==> src/rtl/smbt_pkg.sv <==
package smbt_pkg;

    localparam int BYTE_W = 8;
    localparam int DEV_W  = 7;
    localparam int BIT_W  = 4;

    typedef enum logic [3:0] {
        ST_IDLE,
        ST_ADDR,
        ST_ADDR_ACK,
        ST_OFFS,
        ST_OFFS_ACK,
        ST_CNT,
        ST_CNT_ACK,
        ST_WDATA,
        ST_WDATA_ACK,
        ST_TX,
        ST_TX_ACK,
        ST_WAIT
    } smbt_state_t;

endpackage

==> src/rtl/smb_sync.sv <==
module smb_sync #(
    parameter int   STAGES  = 2,
    parameter logic RST_VAL = 1'b1
) (
    input  logic clk,
    input  logic rst_n,
    input  logic d,
    output logic q
);
    logic [STAGES-1:0] chain;

    always_ff @(posedge clk) begin
        if (!rst_n) chain <= {STAGES{RST_VAL}};
        else        chain <= {chain[STAGES-2:0], d};
    end

    assign q = chain[STAGES-1];
endmodule

==> src/rtl/smb_bus_cond.sv <==
module smb_bus_cond (
    input  logic clk,
    input  logic rst_n,
    input  logic scl,
    input  logic sda,
    output logic scl_rise,
    output logic scl_fall,
    output logic start_det,
    output logic stop_det
);
    logic scl_d, sda_d;

    always_ff @(posedge clk) begin
        if (!rst_n) begin
            scl_d <= 1'b1;
            sda_d <= 1'b1;
        end else begin
            scl_d <= scl;
            sda_d <= sda;
        end
    end

    assign scl_rise  = scl & ~scl_d;
    assign scl_fall  = ~scl & scl_d;
    assign start_det = scl & scl_d & sda_d & ~sda;
    assign stop_det  = scl & scl_d & ~sda_d & sda;
endmodule

==> src/rtl/smb_block_target.sv <==
module smb_block_target
    import smbt_pkg::*;
#(
    parameter logic [DEV_W-1:0]  ADDR_SEL0   = 7'h6A,
    parameter logic [DEV_W-1:0]  ADDR_SEL1   = 7'h6B,
    parameter logic [BYTE_W-1:0] CNT_OFFS    = 8'h0C,
    parameter int                SYNC_STAGES = 2
) (
    input  logic              clk,
    input  logic              rst_n,
    input  logic              addr_sel,
    input  logic              scl_in,
    input  logic              sda_in,
    output logic              sda_pull,
    output logic [BYTE_W-1:0] rd_offs,
    input  logic [BYTE_W-1:0] rd_data,
    output logic              wr_en,
    output logic [BYTE_W-1:0] wr_offs,
    output logic [BYTE_W-1:0] wr_data
);
    localparam logic [BIT_W-1:0] LAST_BIT = BIT_W'(BYTE_W);

    logic scl_s, sda_s;
    logic scl_rise, scl_fall, start_det, stop_det;

    smb_sync #(.STAGES(SYNC_STAGES), .RST_VAL(1'b1)) u_sync_scl (
        .clk(clk), .rst_n(rst_n), .d(scl_in), .q(scl_s));
    smb_sync #(.STAGES(SYNC_STAGES), .RST_VAL(1'b1)) u_sync_sda (
        .clk(clk), .rst_n(rst_n), .d(sda_in), .q(sda_s));

    smb_bus_cond u_cond (
        .clk(clk), .rst_n(rst_n), .scl(scl_s), .sda(sda_s),
        .scl_rise(scl_rise), .scl_fall(scl_fall),
        .start_det(start_det), .stop_det(stop_det));

    smbt_state_t       state, nstate;
    logic [BIT_W-1:0]  bitcnt;
    logic [BYTE_W-1:0] shreg, offs, wcnt;
    logic              host_ack, sel_q;
    logic [DEV_W-1:0]  my_addr;
    logic              byte_end;

    // address-select level captured while reset is held
    always_ff @(posedge clk) begin
        if (!rst_n) sel_q <= addr_sel;
    end
    assign my_addr  = sel_q ? ADDR_SEL1 : ADDR_SEL0;
    assign byte_end = scl_fall && (bitcnt == LAST_BIT);

    // next-state logic
    always_comb begin
        nstate = state;
        if (stop_det)       nstate = ST_IDLE;
        else if (start_det) nstate = ST_ADDR;
        else begin
            unique case (state)
                ST_IDLE:      nstate = ST_IDLE;
                ST_ADDR:      if (byte_end) nstate = (shreg[BYTE_W-1:1] == my_addr) ? ST_ADDR_ACK : ST_WAIT;
                ST_ADDR_ACK:  if (scl_fall) nstate = shreg[0] ? ST_TX : ST_OFFS;
                ST_OFFS:      if (byte_end) nstate = ST_OFFS_ACK;
                ST_OFFS_ACK:  if (scl_fall) nstate = ST_CNT;
                ST_CNT:       if (byte_end) nstate = ST_CNT_ACK;
                ST_CNT_ACK:   if (scl_fall) nstate = ST_WDATA;
                ST_WDATA:     if (byte_end) nstate = (wcnt != '0) ? ST_WDATA_ACK : ST_WAIT;
                ST_WDATA_ACK: if (scl_fall) nstate = ST_WDATA;
                ST_TX:        if (byte_end) nstate = ST_TX_ACK;
                ST_TX_ACK:    if (scl_fall) nstate = host_ack ? ST_TX : ST_WAIT;
                ST_WAIT:      nstate = ST_WAIT;
                default:      nstate = ST_IDLE;
            endcase
        end
    end

    // state register
    always_ff @(posedge clk) begin
        if (!rst_n) state <= ST_IDLE;
        else        state <= nstate;
    end

    // shift register, bit counter, offset and remaining count
    always_ff @(posedge clk) begin
        if (!rst_n) begin
            bitcnt   <= '0;
            shreg    <= '0;
            offs     <= '0;
            wcnt     <= '0;
            host_ack <= 1'b0;
        end else if (start_det || stop_det) begin
            bitcnt <= '0;
        end else begin
            unique case (state)
                ST_ADDR, ST_OFFS, ST_CNT, ST_WDATA: begin
                    if (scl_rise) begin
                        shreg  <= {shreg[BYTE_W-2:0], sda_s};
                        bitcnt <= bitcnt + 1'b1;
                    end
                    if (byte_end) begin
                        bitcnt <= '0;
                        if (state == ST_OFFS) offs <= shreg;
                        if (state == ST_CNT)  wcnt <= shreg;
                        if (state == ST_WDATA && wcnt != '0) begin
                            offs <= offs + 1'b1;
                            wcnt <= wcnt - 1'b1;
                        end
                    end
                end
                ST_ADDR_ACK: begin
                    if (scl_fall && shreg[0]) begin
                        shreg  <= rd_data;
                        bitcnt <= '0;
                    end
                end
                ST_TX: begin
                    if (scl_rise) bitcnt <= bitcnt + 1'b1;
                    if (byte_end)      bitcnt <= '0;
                    else if (scl_fall) shreg  <= {shreg[BYTE_W-2:0], 1'b0};
                end
                ST_TX_ACK: begin
                    if (scl_rise) host_ack <= ~sda_s;
                    if (scl_fall && host_ack) begin
                        shreg <= rd_data;
                        offs  <= offs + 1'b1;
                    end
                end
                default: bitcnt <= '0;
            endcase
        end
    end

    // outputs
    always_ff @(posedge clk) begin
        if (!rst_n) begin
            wr_en   <= 1'b0;
            wr_offs <= '0;
            wr_data <= '0;
        end else begin
            wr_en   <= (state == ST_WDATA) && byte_end && (wcnt != '0) && !start_det && !stop_det;
            wr_offs <= offs;
            wr_data <= shreg;
        end
    end

    always_comb begin
        unique case (state)
            ST_ADDR_ACK, ST_OFFS_ACK, ST_CNT_ACK, ST_WDATA_ACK: sda_pull = 1'b1;
            ST_TX:   sda_pull = ~shreg[BYTE_W-1];
            default: sda_pull = 1'b0;
        endcase
    end

    assign rd_offs = (state == ST_ADDR_ACK) ? CNT_OFFS : offs;
endmodule

==> config.mk <==
export PLATFORM = sky130hd
export DESIGN_NAME = smb_block_target
export DESIGN_NICKNAME = d
export VERILOG_FILES = /design/src/rtl/smbt_pkg.sv /design/src/rtl/smb_sync.sv /design/src/rtl/smb_bus_cond.sv /design/src/rtl/smb_block_target.sv
export SDC_FILE = /design/constraint.sdc
export NUM_CORES = 1
export LEC_CHECK = 0
export ABC_AREA = 0
export ABC_CLOCK_PERIOD_IN_PS = 3050
export BUFFER_PORTS_ARGS = -buffer_cell sky130_fd_sc_hd__clkbuf_2
export CAP_MARGIN = 20
export CORE_ASPECT_RATIO = 1.5
export CORE_MARGIN = 5
export CORE_UTILIZATION = 61
export DETAILED_ROUTE_END_ITERATION = 8
export GPL_TIMING_DRIVEN = 0
export HOLD_SLACK_MARGIN = 0.02
export PLACE_DENSITY = 0.87
export SYNTH_ARGS = -nofsm -noshare
export SYNTH_HDL_FRONTEND = slang
export SYNTH_SLANG_ARGS = --single-unit
==> constraint.sdc <==
create_clock -name clk -period 3.05 [get_ports clk]
set_input_delay 0.1525 -clock clk [delete_from_list [all_inputs] [get_ports clk]]
set_output_delay 0.1525 -clock clk [all_outputs]
set_load 0.01 [all_outputs]
==> metrics list <==
* Category of the worst setup path capture point: register
- Clock tree from TritonCTS: done
* Number of enable flip-flop cells after synthesis: 1
* Via count of the first global-routing pass: 2937
* Placement-stage cell area: 0.00342 mm^2
- Final Max Tran Viols: 0
* Die Outline Area: 0.00672 mm^2
- In this run the tool buffered the top-level ports with 38 buffer cells.
- Number of violations reported at the end of detailed-routing iteration 0: 261
- The die is 97.9 um tall.
- Destination of the worst register-to-register timing path: shreg[5]
* Achievable frequency: 492 MHz
- The worst setup path is of the register to register kind.
- Async set-reset flop share out of synthesis: 0
- In this run the worst path has a maximum fanout of 10.
- In the final layout, flip-flops and latches occupy 0.00115 mm^2.
- The floorplan has 32 rows.
* Maximum number of pins on one net before global-route repair: 13
- Count of different cell masters after synthesis: 71
- For this run the aggregate overflow at the end of global routing stands at 0.
* Final period demand of the worst path: 2.03 ns
- Number of cells traversed by the worst register-to-register path: 8
* End point of the worst hold path: u_sync_sda.chain[1]
* Sequential fraction of the synthesis area: 0.366
- Horizontal die dimension: 68.6 um
- Setup repair after global routing missed its margin: no
* Type of the tightest min-delay check: primary input to register
- The tree built by TritonCTS fans out to 57 sinks.
* Hold wc startpoint: rst_n
* Final worst-path cycle share: 0.666
- Wire length of the first global-routing pass: 13300 um
- Final worst clock skew: 0.00784 ns
- Hold Path Stages: 2
* Post-detailed-route DRC marker count: 0
- Post-Syn Nets: 376
- Clock transition at path regs: 0.07 ns
- The top cell types in the final layout, fill and taps aside, are dfxtp_1, clkbuf_2, a21oi_1.
- CTS H-tree depth: 3
- After legalization and detailed placement, the total HPWL measured 5800 um.
- At the pin with the least slew margin, the transition time is 0.705 ns.
- Maximum resistive drop on vdd: 0.352 mV
- Area of the multi-input gates: 0.00183 mm^2
* Wirelength, routed: 8220 um
* Post-DR vias/cell: 6.29
- Detail Route Antenna Nets: 0
- For this run, the detailed router's first-pass iteration total came to 5.
- The synthesized design contains 57 register bits.
- Nets: 428
- Power per standard cell area: 862 mW/mm^2
* Core footprint: 0.00508 mm^2
- Outcome: finished clean
- Final std cell area, no fill: 0.00367 mm^2
- Layout cells sized above 1: 0.234
* Antenna diode count: 0
* Number of warnings printed during yosys synthesis: 0
- Max-capacitance violation count: 0
- Top-level I/O count: 39
- Clk root buf: clkbuf_8
* Fillers: 384
- Initial antenna violation count: 0
- For this block, the via count after detailed routing is 3039.
* Most common library cell in the layout ignoring fill and taps: dfxtp_1
- For this design the static power due to leakage is 1.43 nW.
* Data arrival time of the worst path: 2.29 ns
* Slew HR: 0.525
- Syn Std Cell Area: 0.00314 mm^2
- Most instantiated flip-flop cell in the synthesis netlist: dfxtp_1
- Slack of the worst reg-to-reg path: 1.02 ns
* Cells after Synth: 358
- In this run the mean area of a mapped cell was 8.78 um^2.
- Hold Violations, Final: 0
- In the final routed layout, each cell accounts on average for 17.0 um.
- Compared with the post-synthesis result, the final layout area differs by 16.9%.
- Routability-driven placement finished with a final weighted congestion of 0.953.
* CTS Buffer Depth: 2
* Setup violation total in the final timing report: 0
- Startpoint of the worst-slack reg-to-reg timing path: bitcnt[0]
* Initial Util: 0.618
- Worst-skew pair later-pin latency: 0.34 ns
- STA puts the critical path data required time at 3.31 ns.
- Startpoint kind of the worst setup timing path: register
- Total Routing Usage GR: 0.258
* Total Neg Setup Slack: 0 ns
* Inserted Clock Buffers: 9
* Gates resized, CTS repair: 0
-- report_power, final --
group          leakage (nW)  switching, mW  internal [mW]
Clock                 0.110          0.335          0.466
Combinational         0.860          0.816          0.578
Sequential            0.465          0.124          0.850
-- layout make-up --
type,count,share of cell area
repair buffers,41,0.0599
clock buffers,9,0.0337
clock inverters,7,0.0279
inverters,13,0.0133
multi-input cells,268,0.497
plain buffers,20,0.0317
flip-flops and latches,57,0.313
well taps,68,0.0232
-- worst max path at each step --
stage | start | end | slack [ns]
detailed placement | bitcnt[0] | shreg[5] | 1.05
floorplan | bitcnt[0] | shreg[5] | 1.27
global placement | bitcnt[0] | shreg[7] | 1.11
finish | bitcnt[0] | shreg[5] | 1.02
CTS | bitcnt[0] | shreg[6] | 1.03
global route | wcnt[0] | wcnt[2] | 0.84
-- critical path: stages (launching register included) --
cell and delay, ns:
dfxtp_1 0.38, inv_1 0.06, ha_1 0.21, and3b_1 0.22, o31a_1 0.35, o21ai_4 0.21, buf_6 0.20, a21oi_2 0.07
a311oi_2 0.24
-- metal layers --
layer | global-route usage | wire [um] | vias up
met1 | 0.288 | 3110 | 1399
li1 | - | - | 1421
met3 | 0.0541 | 587 | 41
met4 | 0.173 | 384 | 0
met5 | 0 | 0 | -
met2 | 0.421 | 4130 | 178
-- metrics by stage --
stage | util | cells | hold WS, ns | total power, mW | setup WS (ns)
CTS | 0.723 | 483 | 0.0716 | 3.15 | 1.03
detailed placement | 0.672 | 464 | 0.332 | 2.35 | 1.05
finish | 0.723 | 483 | 0.0805 | 3.17 | 1.02
global route | 0.723 | 483 | 0.0763 | 3.33 | 0.837
global placement | 0.672 | 464 | 0.330 | 2.30 | 1.11
floorplan | - | 358 | 0.226 | 2.02 | 1.27
-- synth_stat cells (2+ instances only) --
library cell   n  area (um^2)
a21oi_2        3         26.3
o21ai_1        7         35.0
o32ai_1        6         52.6
and2_1        17          106
mux2i_1       10          100
a211oi_1       9         67.6
or4_1          2         15.0
dfxtp_1       56         1120
nor3b_1        2         15.0
o211ai_2       2         25.0
nor2_1        19         71.3
buf_4          2         15.0
o22ai_1        2         12.5
inv_1         11         41.3
nand2_1       31          116
a311oi_2       7          105
a211o_1        2         17.5
nor4_1         3         18.8
o21ai_0       10         50.1
nand4_1        3         18.8
clkbuf_1       6         22.5
nand3b_1       3         22.5
or2_2          2         12.5
a311oi_1       2         17.5
nand4b_1       2         17.5
nor3_1         6         30.0
or3_1          4         25.0
buf_6          3         33.8
ha_1           5         62.6
and3_1         4         25.0
nand2b_1      15         93.8
buf_2          9         45.0
nor2b_1        3         18.8
nand3_1        8         40.0
o31a_1         2         17.5
a21o_1         8         60.1
a21oi_1       37          185
a21bo_2        2         20.0
-- flip-flops by register name, summed over array words and instances, names as in the netlist, 2 cells and up --
name,flops
bitcnt,4
shreg,8
u_sync_scl.chain,2
state,4
wr_offs,8
u_sync_sda.chain,2
offs,8
wr_data,8
wcnt,8
-- timing repair --
| item | in CTS | in global routing |
|---|---|---|
| hold buffers | 3 | 0 |
| setup buffers | 0 | 0 |
| endpoints found under the setup margin | 0 | 0 |
| hold endpoints to repair | 3 | 0 |
-- logic make-up (layout without fill, tap and decap cells) --
kind of cell | count (synthesis) | count (layout) | synth area share
adders and majority gates | 5 | 5 | 0.0199
buffers and inverters | 33 | 90 | 0.0525
and+or+nand+nor | 136 | 136 | 0.249
muxes | 10 | 10 | 0.0318
DFF | 57 | 57 | 0.366
AOI/OAI and AO/OA | 115 | 115 | 0.275
xor gates and xnor gates | 2 | 2 | 0.00557
(Power assumes the default switching activity.)
